### src/rtl/ost_pkg.sv
package ost_pkg;
   localparam int unsigned SLOTS = 4;
   typedef enum logic [2:0] {
      IDX_CMP0 = 3'd0,
      IDX_CMP1 = 3'd1,
      IDX_CMP2 = 3'd2,
      IDX_CMP3 = 3'd3,
      IDX_CNT  = 3'd4,
      IDX_STAT = 3'd5,
      IDX_WDEN = 3'd6,
      IDX_IEN  = 3'd7
   } reg_idx_e;
endpackage

### src/rtl/ost_counter.sv
module ost_counter #(
   parameter int unsigned W = 32
) (
   input  logic         clk,
   input  logic         rst_n,
   input  logic         tick_en,
   input  logic         load,
   input  logic [W-1:0] load_val,
   output logic [W-1:0] cnt,
   output logic [W-1:0] cnt_inc,
   output logic         step
);
   assign cnt_inc = cnt + W'(1);
   assign step    = tick_en && !load;

   always_ff @(posedge clk or negedge rst_n) begin
      if (!rst_n)    cnt <= '0;
      else if (load) cnt <= load_val;
      else if (step) cnt <= cnt_inc;
   end
endmodule

### src/rtl/ost_channel.sv
module ost_channel #(
   parameter int unsigned W = 32
) (
   input  logic         clk,
   input  logic         rst_n,
   input  logic         wr_cmp,
   input  logic [W-1:0] wdata,
   input  logic         step,
   input  logic [W-1:0] cnt_inc,
   input  logic         en,
   input  logic         clr,
   output logic [W-1:0] cmp_val,
   output logic         hit,
   output logic         flag
);
   assign hit = step && (cnt_inc == cmp_val);

   always_ff @(posedge clk or negedge rst_n) begin
      if (!rst_n)      cmp_val <= '0;
      else if (wr_cmp) cmp_val <= wdata;
   end

   always_ff @(posedge clk or negedge rst_n) begin
      if (!rst_n)         flag <= 1'b0;
      else if (hit && en) flag <= 1'b1;
      else if (clr)       flag <= 1'b0;
   end
endmodule

### src/rtl/ost_watchdog.sv
module ost_watchdog #(
   parameter int unsigned W = 32
) (
   input  logic         clk,
   input  logic         rst_n,
   input  logic         wr,
   input  logic [W-1:0] wdata,
   input  logic         hit,
   output logic [W-1:0] arm,
   output logic         pulse
);
   always_ff @(posedge clk or negedge rst_n) begin
      if (!rst_n) begin
         arm   <= '0;
         pulse <= 1'b0;
      end else if (hit && arm[0]) begin
         arm   <= '0;
         pulse <= 1'b1;
      end else begin
         pulse <= 1'b0;
         if (wr) arm <= wdata;
      end
   end
endmodule

### src/rtl/ostimer_match4.sv
module ostimer_match4 import ost_pkg::*; #(
   parameter int unsigned DATA_W = 32,
   parameter int unsigned ADDR_W = 8,
   parameter int unsigned N_CH   = 4,
   parameter int unsigned IEN_W  = 12,
   parameter int unsigned WD_CH  = 3
) (
   input  logic              clk,
   input  logic              rst_n,
   input  logic              tick_en,
   input  logic [ADDR_W-1:0] bus_addr,
   input  logic              bus_we,
   input  logic [DATA_W-1:0] bus_wdata,
   output logic [DATA_W-1:0] bus_rdata,
   output logic [N_CH-1:0]   irq,
   output logic              wdog_reset
);
   localparam int unsigned IDX_LO = 2;
   localparam int unsigned IDX_HI = IDX_LO + $bits(reg_idx_e) - 1;

   if (N_CH < 1 || N_CH > SLOTS) begin : g_bad_nch
      $error("N_CH must be 1 to 4");
   end
   if (WD_CH >= N_CH) begin : g_bad_wd
      $error("WD_CH must name an existing channel");
   end
   if (IEN_W < N_CH || IEN_W > DATA_W) begin : g_bad_ien
      $error("IEN_W must cover all channels and fit the bus");
   end
   if (ADDR_W <= IDX_HI + 1) begin : g_bad_addr
      $error("ADDR_W too small for the register window");
   end

   logic       reg_hit;
   reg_idx_e   idx;
   logic [7:0] wr_sel;

   assign reg_hit = (bus_addr[IDX_LO-1:0] == '0) && (bus_addr[ADDR_W-1:IDX_HI+1] == '0);
   assign idx     = reg_idx_e'(bus_addr[IDX_HI:IDX_LO]);

   always_comb begin
      wr_sel = '0;
      if (bus_we && reg_hit) wr_sel[idx] = 1'b1;
   end

   logic [DATA_W-1:0] cnt, cnt_inc;
   logic              step;

   ost_counter #(.W(DATA_W)) u_cnt (
      .clk(clk), .rst_n(rst_n), .tick_en(tick_en),
      .load(wr_sel[IDX_CNT]), .load_val(bus_wdata),
      .cnt(cnt), .cnt_inc(cnt_inc), .step(step)
   );

   logic [IEN_W-1:0] ien;
   always_ff @(posedge clk or negedge rst_n) begin
      if (!rst_n)                 ien <= '0;
      else if (wr_sel[IDX_IEN])   ien <= bus_wdata[IEN_W-1:0];
   end

   logic [DATA_W-1:0] cmp_val [SLOTS];
   logic [SLOTS-1:0]  hit, flag;

   for (genvar i = 0; i < SLOTS; i++) begin : g_ch
      if (i < N_CH) begin : g_live
         ost_channel #(.W(DATA_W)) u_ch (
            .clk(clk), .rst_n(rst_n),
            .wr_cmp(wr_sel[i]), .wdata(bus_wdata),
            .step(step), .cnt_inc(cnt_inc),
            .en(ien[i]),
            .clr(wr_sel[IDX_STAT] && bus_wdata[i]),
            .cmp_val(cmp_val[i]), .hit(hit[i]), .flag(flag[i])
         );
      end else begin : g_none
         assign cmp_val[i] = '0;
         assign hit[i]     = 1'b0;
         assign flag[i]    = 1'b0;
      end
   end

   assign irq = flag[N_CH-1:0];

   logic [DATA_W-1:0] wd_arm;
   ost_watchdog #(.W(DATA_W)) u_wd (
      .clk(clk), .rst_n(rst_n),
      .wr(wr_sel[IDX_WDEN]), .wdata(bus_wdata),
      .hit(hit[WD_CH]),
      .arm(wd_arm), .pulse(wdog_reset)
   );

   always_comb begin
      bus_rdata = '0;
      if (reg_hit) begin
         unique case (idx)
            IDX_CMP0, IDX_CMP1,
            IDX_CMP2, IDX_CMP3: bus_rdata = cmp_val[idx[1:0]];
            IDX_CNT:            bus_rdata = cnt;
            IDX_STAT:           bus_rdata = DATA_W'(flag);
            IDX_WDEN:           bus_rdata = wd_arm;
            IDX_IEN:            bus_rdata = DATA_W'(ien);
            default:            bus_rdata = '0;
         endcase
      end
   end
endmodule

### config.mk
export PLATFORM = sky130hd
export DESIGN_NAME = ostimer_match4
export DESIGN_NICKNAME = d
export VERILOG_FILES = /design/src/rtl/ost_pkg.sv /design/src/rtl/ost_counter.sv /design/src/rtl/ost_channel.sv /design/src/rtl/ost_watchdog.sv /design/src/rtl/ostimer_match4.sv
export SDC_FILE = /design/constraint.sdc
export NUM_CORES = 1
export LEC_CHECK = 0
export BUFFER_PORTS_ARGS = -buffer_cell sky130_fd_sc_hd__buf_2
export CORE_UTILIZATION = 40
export DETAILED_ROUTE_END_ITERATION = 7
export PLACE_DENSITY = 0.58
export SLEW_MARGIN = 20
export SYNTH_ARGS = -nofsm -noshare
export SYNTH_HDL_FRONTEND = slang
export SYNTH_SLANG_ARGS = --single-unit
### constraint.sdc
create_clock -name clk -period 3.4 [get_ports clk]
set_input_delay 0.51 -clock clk [delete_from_list [all_inputs] [get_ports clk]]
set_output_delay 0.51 -clock clk [all_outputs]
set_load 0.01 [all_outputs]
## Yosys cells after proc, flatten, opt, wreduce, memory -nomap -nowiden

Cells that the tools add are included.

| storage, ports and cells | value |
|---|---|
| register bits after elaboration | 209 |
| input bits | 44 |
| output and inout bits | 37 |
| word-level logic and storage cells | 77 |

| operators by class | value |
|---|---|
| $add $sub $neg | 1 |
| order comparisons | 3 |
| equal/unequal tests | 11 |
| muxes and demuxes | 21 |
| bitwise gates (word level) | 1 |
| reduce and logical (&&, ||, !) cells | 28 |

Operators by type and width:

| cell | count |
|---|---|
| $mux 32 | 7 |
| $pmux 32 s5 | 1 |
| $eq 32x32->1 | 4 |
| $bmux 32 s2 | 1 |
| $add 32x1->32 const B | 1 |
| $logic_and 1x1->1 | 17 |
| $eq 3x3->1 const B | 4 |
| $reduce_bool 2->1 | 6 |
| $mux 1 | 10 |
| $mux 8 | 1 |
| $eq 3x2->1 const B | 2 |
| $logic_not 3->1 | 2 |
| $lt 3x4->1 const B | 1 |
| $reduce_or 4->1 | 1 |
| $demux 1 s3 | 1 |
| $eq 3x1->1 const B | 1 |
| $ge 3x1->1 const B | 1 |
| $ge 3x3->1 const B | 1 |
| $not 2->3 | 1 |
| $logic_not 2->1 | 1 |
| $logic_not 1->1 | 1 |

## Logic depth before layout (Yosys ltp)

Gate-level depths: netlist (run 1).

| depth | value |
|---|---|
| depth in word-level cells | 10 |
| gate-level depth with buffers | 12 |
| mapped depth without buffers | 9 |

## Modules after synthesis

A second synthesis (run 1) with hierarchy kept.

| second synthesis, totals | value |
|---|---|
| cells, all modules | 1180 |
| area total of the unflattened synthesis | 12729.7 um^2 |

Modules (own cells, without submodules):

| module | times used | cells an instance | area an instance (um^2) | sequential area each (um^2) |
|---|---|---|---|---|
| ost_channel | 4 | 127 | 1597.8 | 825.8 |
| ostimer_match4 | 1 | 264 | 2532.4 | 300.3 |
| ost_counter | 1 | 302 | 2412.3 | 800.8 |
| ost_watchdog | 1 | 106 | 1393.8 | 825.8 |

## Worst setup path before layout (run 1)

Ideal clock, no wire load.

| path | value |
|---|---|
| kind | register -> register |
| from | register u_cnt.cnt[19] |
| to | register g_ch[1].g_live.u_ch.flag |
| library setup time | 0.076 ns |
| data arrival time | 3.099 ns |
| setup slack | 0.225 ns |
| cell stages (with the launch flop) | 10 |
| buffers on the path | 1 |
| path through | dfrtp_1 -> buf_2 -> nand4_1 -> or4_1 -> nor4_2 -> xnor2_1 -> xnor2_1 -> or4_1 -> or4_1 -> o21ai_1 |

| between the ends | value |
|---|---|
| longest elaborated chain between the ends | 5 |

RTL lines:

| element | line | RTL |
|---|---|---|
| start: declaration | ost_counter.sv:9 | `output logic [W-1:0] cnt,` |
| start signal: assignment | ost_counter.sv:18 | `else if (load) cnt <= load_val;` |
| start signal: assignment | ost_counter.sv:19 | `else if (step) cnt <= cnt_inc;` |
| $add 32x1->32 * | ost_counter.sv:13 | `assign cnt_inc = cnt + W'(1);` |
| $eq 32x32->1 * | ost_channel.sv:16 | `assign hit = step && (cnt_inc == cmp_val);` |
| $logic_and 1x1->1 * | ost_channel.sv:16 |  |
| $logic_and 1x1->1 * | ost_channel.sv:25 | `else if (hit && en) flag <= 1'b1;` |
| $mux 1 or $reduce_bool 2->1 (tied branches) | - |  |
| end signal: assignment | ost_channel.sv:24 | `if (!rst_n) flag <= 1'b0;` |
| end signal: assignment | ost_channel.sv:25 |  |
| end signal: assignment | ost_channel.sv:26 | `else if (clr) flag <= 1'b0;` |
| end: declaration | ost_channel.sv:14 | `output logic flag` |

Every way passes the cells marked *; elsewhere a longest branch is shown, timed or not.
A chain may end at the register's enable or synchronous reset.

## Worst setup path after layout (run 1)

| path | value |
|---|---|
| from | register u_cnt.cnt[3] |
| to | register u_wd.arm[6] |

| between the ends | value |
|---|---|
| longest elaborated chain between the ends | 5 |

RTL lines:

| element | line | RTL |
|---|---|---|
| $add 32x1->32 * | ost_counter.sv:13 |  |
| $eq 32x32->1 * | ost_channel.sv:16 |  |
| $logic_and 1x1->1 * | ost_channel.sv:16 |  |
| $logic_and 1x1->1 * | ost_watchdog.sv:16 | `end else if (hit && arm[0]) begin` |
| $mux 32 or $reduce_bool 2->1 (tied branches) | - |  |
| end signal: assignment | ost_watchdog.sv:21 | `if (wr) arm <= wdata;` |
| end: declaration | ost_watchdog.sv:9 | `output logic [W-1:0] arm,` |

Marked as above.

==> impl_metrics.ini, run 1 <==
[routing]
final_routed_wirelength_across_all_metal_layers_um = 51400
first_pass_iters = 6
detailroute.via_count = 11600
via_per_inst = 6.02
drtIter0Drc = 1197
drc_errors = 0
drtAntennaViolNets = 0
wl_per_cell_um = 26.7

[clock_tree]
path_clk_slew_ns = 0.06
cts_sinks = 209
clock-root-buffer = clkbuf_16
cts_max_path_buffers = 3
htreeDepth = 1
tritoncts.num_buffers = 26
tritoncts_clock_tree = done
clock_insertion_delay_worst_skew_ns = 0.55

[logic_synthesis]
synthArstFlopShare = 1.00
synth-seq-cells = 209
synth_edf_count = 0
synth_ff_type = dfrtp_1
synth_warnings = 0
number_of_distinct_library_cells_after_synthesis = 75
number_of_cells_produced_by_synthesis = 1316
syn_avg_cell_area_um2 = 9.99
syn_nets = 1361
yosysSeqAreaShare = 0.398
post_syn_area_mm2 = 0.0132

[place]
place_ws_ns = -0.0749
place.detailed.instances = 1873
half_perimeter_wire_length_after_placement_um = 37000
finalWeightedCongestion = 0.993
detailed_place.area_mm2 = 0.0147
numPortBuffers = 80

[pwr]
p_leak_nw = 7.49
peak_ir_drop_on_the_vdd_network_v = 0.000446
power_density_mw_per_mm2 = 510
report.power.total_mw = 8.10

[floorplan]
placeableCoreArea_mm2 = 0.0325
floorplan.die.width_um = 183
io_pins = 81
design.die.area_mm2 = 0.0336
die_h_um = 183
floorplan.rows = 66
start_util = 0.405

[worst_setup_path]
worst-setup-path-type = register to register
setup.worst_path.start_class = register
worst_path_fanout_max = 9
path_cells = and4_1, buf_4, nand4_1, nor4_4, o31a_1, o211ai_1, or4_4, nor4_4, buf_4, clkbuf_16, nor2_1
cp-end-kind = register
critical-path-slowest-cell = or4_4
reg2reg_setup_slack_ns = 0.08
cp.required_ns = 3.83
worst-endpoint-arrival_ns = 3.75
max_incr_delay_on_cp_ns = 0.57
reg2reg_to = u_wd.arm[6]$_DFFE_PN0P_
timing.reg2reg.worst_path_depth = 11
regToRegStartpoint = u_cnt.cnt[3]$_DFFE_PN0P_

[finish]
area_growth_syn_to_layout_pct = 20.8
final_design_area_no_fill_mm2 = 0.0159
num-nets-final = 1512
post_route_cells_drive_above_1_share = 0.320
fin_util = 0.490
filler_cells_inserted = 3108
final_cells = 1929

[min_path]
min-delay-path-class = input port to register
hold-path-endpoint = u_cnt.cnt[15]$_DFFE_PN0P_
timing.hold.worst_path_depth = 3
hold_path_startpoint = bus_wdata[15]

[global_route]
via_count_of_the_first_global_routing_pass = 11400
track_usage = 0.305
grt_antenna_before_repair = 1
global_route_wire_length_before_repair_um = 75700
grt_overflow_total = 0
grt_start_max_net_pins = 75

[timing]
count_of_final_max_slew_check_failures = 0
timing.slew.headroom = 0.495
final.min_clock_period_ns = 3.32
finalCritPeriodShare = 0.976
worstMarginPinSlew_ns = 0.757
setup_violations = 0
fin_tns_setup_ns = 0
fin_worst_skew_ns = 0.0108
hold_ws_ns = 0.276
clock.fmax_mhz = 301
final_critical_path_setup_slack_ns = 0.0803
total_count_of_hold_check_failures_in_the_final_report = 0

[job]
max_cap_violations = 0

[outcome]
outcome = finished, final reports clean
==> routing by layer <==
layer / share of wire / global-route usage / vias up
li1: - / - / 5083
met1: 0.44 / 0.433 / 5911
met2: 0.44 / 0.472 / 518
met3: 0.078 / 0.0512 / 100
met4: 0.035 / 0.0973 / 0
met5: 0 / 0 / -
==> worst max-delay path by stage <==
stage	startpoint	to	slack [ns]	depth (start not counted)
6_report	u_cnt.cnt[3]$_DFFE_PN0P_	u_wd.arm[6]$_DFFE_PN0P_	0.08	11
5_1_grt	u_cnt.cnt[4]$_DFFE_PN0P_	u_wd.arm[7]$_DFFE_PN0P_	-0.02	11
4_1_cts	u_cnt.cnt[7]$_DFFE_PN0P_	u_wd.arm[6]$_DFFE_PN0P_	0.008	10
3_5_place_dp	u_cnt.cnt[14]$_DFFE_PN0P_	u_wd.arm[6]$_DFFE_PN0P_	-0.07	10
3_3_place_gp	u_cnt.cnt[0]$_DFFE_PN0P_	u_wd.arm[11]$_DFFE_PN0P_	-0.06	11
2_1_floorplan	u_cnt.cnt[19]$_DFFE_PN0P_	g_ch[1].g_live.u_ch.flag$_DFFE_PN0P_	0.22	9
==> sequential cells by signal (all words and copies together), names as in the netlist <==
register,cells
g_ch.g_live.u_ch.cmp_val,128
u_wd.pulse,1
u_cnt.cnt,32
u_wd.arm,32
g_ch.g_live.u_ch.flag,4
ien,12
==> what timing repair did <==
item / 4_1_cts / 5_1_grt
hold buffers: 1 / 0
hold endpoints to repair: 45 / 0
pin swaps: 0 / 2
setup buffers: 0 / 5
gates cloned: 0 / 2
resized for setup: 4 / 31
endpoints found under the setup margin: 33 / 37
==> worst max-delay path: cells and delay by family (launching register included) <==
family | cells | cell delay (ns)
buffers and inverters | 3 | 0.55
DFF | 1 | 0.46
and+or+nand+nor | 6 | 1.89
AOI/OAI and AO/OA | 2 | 0.29
==> cell usage in the layout (no fill, tap or decap), types with 4 or more instances in the layout <==
cell,n
clkbuf_16,28
a2111oi_0,4
nor3b_1,7
a21o_1,4
nand3_2,6
clkbuf_8,9
mux2_2,153
or4_1,4
xnor3_1,4
dfrtp_2,6
nor4_4,7
mux2i_1,57
and4_1,8
nor3_1,36
nand2_1,92
a31oi_1,4
o221ai_1,8
buf_12,4
nand2b_1,8
o22ai_1,46
buf_4,133
nor4_1,23
xnor2_1,100
dfrtp_1,203
mux4_2,4
nor2_1,108
o2111ai_1,5
a211oi_1,6
and3_1,5
inv_1,17
clkinv_2,4
o31a_1,4
o21ai_0,38
buf_2,79
nand3_1,18
nor4_2,6
nand4_1,36
xor2_1,57
a21oi_1,58
==> logic make-up after synthesis <==
group                    count (synthesis)  synth area share
flip-flops                             209             0.398
AO/OA/AOI/OAI                          212             0.103
XOR/XNOR                               167             0.117
adder cells (fa/ha/maj)                  1          0.000951
AND/OR/NAND/NOR                        397             0.160
buffers and inverters                  116            0.0397
multiplexers                           214             0.181
==> final cells by class <==
class                           instances  area, um^2  area share
Inverter                               18        67.6     0.00425
Antenna cell                            1        2.50    0.000158
Sequential cell                       209        5240       0.330
Timing Repair Buffer                  221        1550      0.0973
Clock buffer                           39         811      0.0510
Clock inverter                          8        97.6     0.00614
Tap cell                              442         553      0.0348
Multi-Input combinational cell        991        7570       0.477
==> cells in the mapped netlist, types with 17 or more instances <==
| master | count | share of area |
|---|---|---|
| nor3_1 | 38 | 0.014 |
| mux2i_1 | 57 | 0.043 |
| xor2_1 | 58 | 0.039 |
| nor2_1 | 109 | 0.031 |
| buf_2 | 18 | 0.0068 |
| nor4_1 | 28 | 0.013 |
| xnor2_1 | 103 | 0.069 |
| o22ai_1 | 46 | 0.022 |
| inv_1 | 17 | 0.0049 |
| o21ai_0 | 38 | 0.014 |
| dfrtp_1 | 209 | 0.40 |
| nand3_1 | 21 | 0.0080 |
| a21oi_1 | 58 | 0.022 |
| nand4_1 | 36 | 0.017 |
| nand2_1 | 92 | 0.026 |
| clkbuf_1 | 53 | 0.015 |
| mux2_2 | 153 | 0.13 |
==> where the power goes <==
part | internal [mW] | switching [mW]
registers | 2.67 | 0.266
logic | 0.959 | 1.28
clock network | 1.79 | 1.14
total | 5.42 | 2.68
No activity file was read; power rests on OpenSTA's default activity.
==> run 2: changes to the inputs <==
--- a/config.mk
+++ b/config.mk
@@ -6,6 +6,7 @@
 export NUM_CORES = 1
 export LEC_CHECK = 0
 export BUFFER_PORTS_ARGS = -buffer_cell sky130_fd_sc_hd__buf_2
+export CORE_MARGIN = 2
 export CORE_UTILIZATION = 40
 export DETAILED_ROUTE_END_ITERATION = 7
 export PLACE_DENSITY = 0.58
==> run 2 against run 1 <==
Compared with the run above:
- setup slack improved by 0.016 ns
- register-to-register slack improved by 0.02 ns
- global-route usage fell by 0.60 points
- worst hold slack got worse by 0.26 ns
- via count fell by 1.9%
- final cell count fell by 0.67%
- total power fell by 2.2%
- final area fell by 1.5%
- utilization fell by 0.73 points
- critical endpoint is now g_ch[1].g_live.u_ch.flag$_DFFE_PN0P_
- largest power group unchanged
==> impl_metrics.ini, run 2 (same netlist as run 1, synthesis figures left out) <==
[worst_setup_path]
reg2reg_to = g_ch[1].g_live.u_ch.flag$_DFFE_PN0P_
timing.reg2reg.worst_path_depth = 9
timing.critical_path.buf_inv = 1
critical_path_cell_count = 9
reg2reg_setup_slack_ns = 0.1
delay_heaviest_family_cp = simple AND/OR/NAND/NOR gates
worst_setup_path_startpoint = u_cnt.cnt[21]$_DFFE_PN0P_
timing.critical_path.to = g_ch[1].g_live.u_ch.flag$_DFFE_PN0P_
worst-endpoint-arrival_ns = 3.78
worst-setup-path-type = register to register
worst_path_fanout_max = 3
path_cells = nand4_1, or4_4, nor4_2, buf_4, xnor2_1, xnor2_1, or4_1, or4_1, o21ai_1
cp-end-kind = register
max_incr_delay_on_cp_ns = 0.61
cp.required_ns = 3.87
setup.worst_path.start_class = register
regToRegStartpoint = u_cnt.cnt[21]$_DFFE_PN0P_
critical-path-slowest-cell = or4_4

[finish]
largestRegisters = g_ch.g_live.u_ch.cmp_val x128, u_cnt.cnt x32, u_wd.arm x32
filler_cells_inserted = 3138
post_route_cells_drive_above_1_share = 0.305
antennaDiodeCount = 0
area_growth_syn_to_layout_pct = 19.0
num-nets-final = 1500
final_cell_mix = 208 x dfrtp_1, 153 x mux2_2, 125 x buf_4
layout_commonest_cell = dfrtp_1
largest_register_ffs = 128
final_design_area_no_fill_mm2 = 0.0156
top_register = g_ch.g_live.u_ch.cmp_val

[floorplan]
io_pins = 81
design.die.area_mm2 = 0.0343
floorplan.die.width_um = 185
placeableCoreArea_mm2 = 0.0325
start_util = 0.405
die_h_um = 185
floorplan.rows = 66

[routing]
detailroute.via_count = 11400
drtAntennaViolNets = 0
via_per_inst = 5.94
wl_per_cell_um = 26.3
drc_errors = 0
first_pass_iters = 7
drtIter0Drc = 1131
final_routed_wirelength_across_all_metal_layers_um = 50400

[clock_tree]
path_clk_slew_ns = 0.06
cts_max_path_buffers = 3
tritoncts.num_buffers = 25
clock-root-buffer = clkbuf_16
cts_sinks = 209
htreeDepth = 1
cts_hold_buf = 0
clock_insertion_delay_worst_skew_ns = 0.55
tritoncts_clock_tree = done

[timing]
hold_ws_ns = 0.0113
total_count_of_hold_check_failures_in_the_final_report = 0
final.min_clock_period_ns = 3.30
finalCritPeriodShare = 0.972
worstMarginPinSlew_ns = 1.02
count_of_final_max_slew_check_failures = 0
clock.fmax_mhz = 303
grt_setup_unrepaired = true
setup_violations = 0
fin_worst_skew_ns = 0.00987
final_critical_path_setup_slack_ns = 0.0958
timing.slew.headroom = 0.316

[global_route]
grt_overflow_total = 0
grt_start_max_net_pins = 97
global_route_wire_length_before_repair_um = 76000
track_usage = 0.299
grt_antenna_before_repair = 2
via_count_of_the_first_global_routing_pass = 11300

[job]
max_cap_violations = 0

[pwr]
peak_ir_drop_on_the_vdd_network_v = 0.000351
report.power.total_mw = 7.92
power_density_mw_per_mm2 = 506
p_leak_nw = 7.35

[place]
numPortBuffers = 80
half_perimeter_wire_length_after_placement_um = 36600
finalWeightedCongestion = 1.01
place_ws_ns = -0.0420
detailed_place.area_mm2 = 0.0147

[outcome]
outcome = finished, final reports clean

[min_path]
min-delay-path-class = input port to asynchronous set/reset pin
## run 2: cell types whose count changed in the layout (fill, tap and decap cells not counted), sizes merged
cell / before / now
inv: 20 / 19
buf: 219 / 210
diode: 1 / 0
clkinvlp: 0 / 2
dlygate4sd3: 1 / 0
bufinv: 2 / 3
clkinv: 4 / 7
clkbuf: 40 / 33
## run 2: cell type report
cell class                      instances  area (um^2)  share of cell area
Clock buffer                           33          696              0.0445
Clock inverter                         13          149             0.00951
Sequential cell                       209         5230               0.334
Multi-Input combinational cell        991         7500               0.479
Timing Repair Buffer                  210         1450              0.0926
Tap cell                              442          553              0.0353
Inverter                               18         67.6             0.00432
## run 2: report_power, final
part / switching, mW / internal [mW]
Clock: 1.13 / 1.66
Combinational: 1.27 / 0.924
Sequential: 0.268 / 2.66
Total: 2.67 / 5.25
## run 2: timing repair
action | CTS | global route
pin swaps | 0 | 2
resized for setup | 3 | 15
endpoints found under the setup margin | 3 | 37
buffers inserted | 0 | 0
## run 2: through the flow
step / TNS, ns / util / std cells
final: 0 / 0.482 / 1916
after CTS: 0 / 0.480 / 1916
after global placement: -0.900 / 0.453 / 1870
after global routing: -0.447 / 0.482 / 1916
after floorplan: 0 / - / 1316
after detailed placement: -0.0420 / 0.453 / 1870
## run 2: worst min-delay path by stage
stage,from,endpoint,cells past startpoint
floorplan,rst_n,g_ch[0].g_live.u_ch.cmp_val[0]$_DFFE_PN0P_,0
global placement,ien[8]$_DFFE_PN0P_,ien[8]$_DFFE_PN0P_,1
detailed placement,ien[10]$_DFFE_PN0P_,ien[10]$_DFFE_PN0P_,1
CTS,rst_n,g_ch[1].g_live.u_ch.cmp_val[18]$_DFFE_PN0P_,1
global route,rst_n,g_ch[1].g_live.u_ch.cmp_val[18]$_DFFE_PN0P_,1
finish,rst_n,g_ch[1].g_live.u_ch.cmp_val[18]$_DFFE_PN0P_,1
## run 2: layer usage
| layer | vias to the layer above | track usage | share of wire |
|---|---|---|---|
| li1 | 5073 | - | - |
| met1 | 5761 | 0.438 | 0.46 |
| met2 | 468 | 0.469 | 0.45 |
| met3 | 85 | 0.0336 | 0.064 |
| met4 | 2 | 0.0762 | 0.028 |
| met5 | - | 0 | 0.00026 |
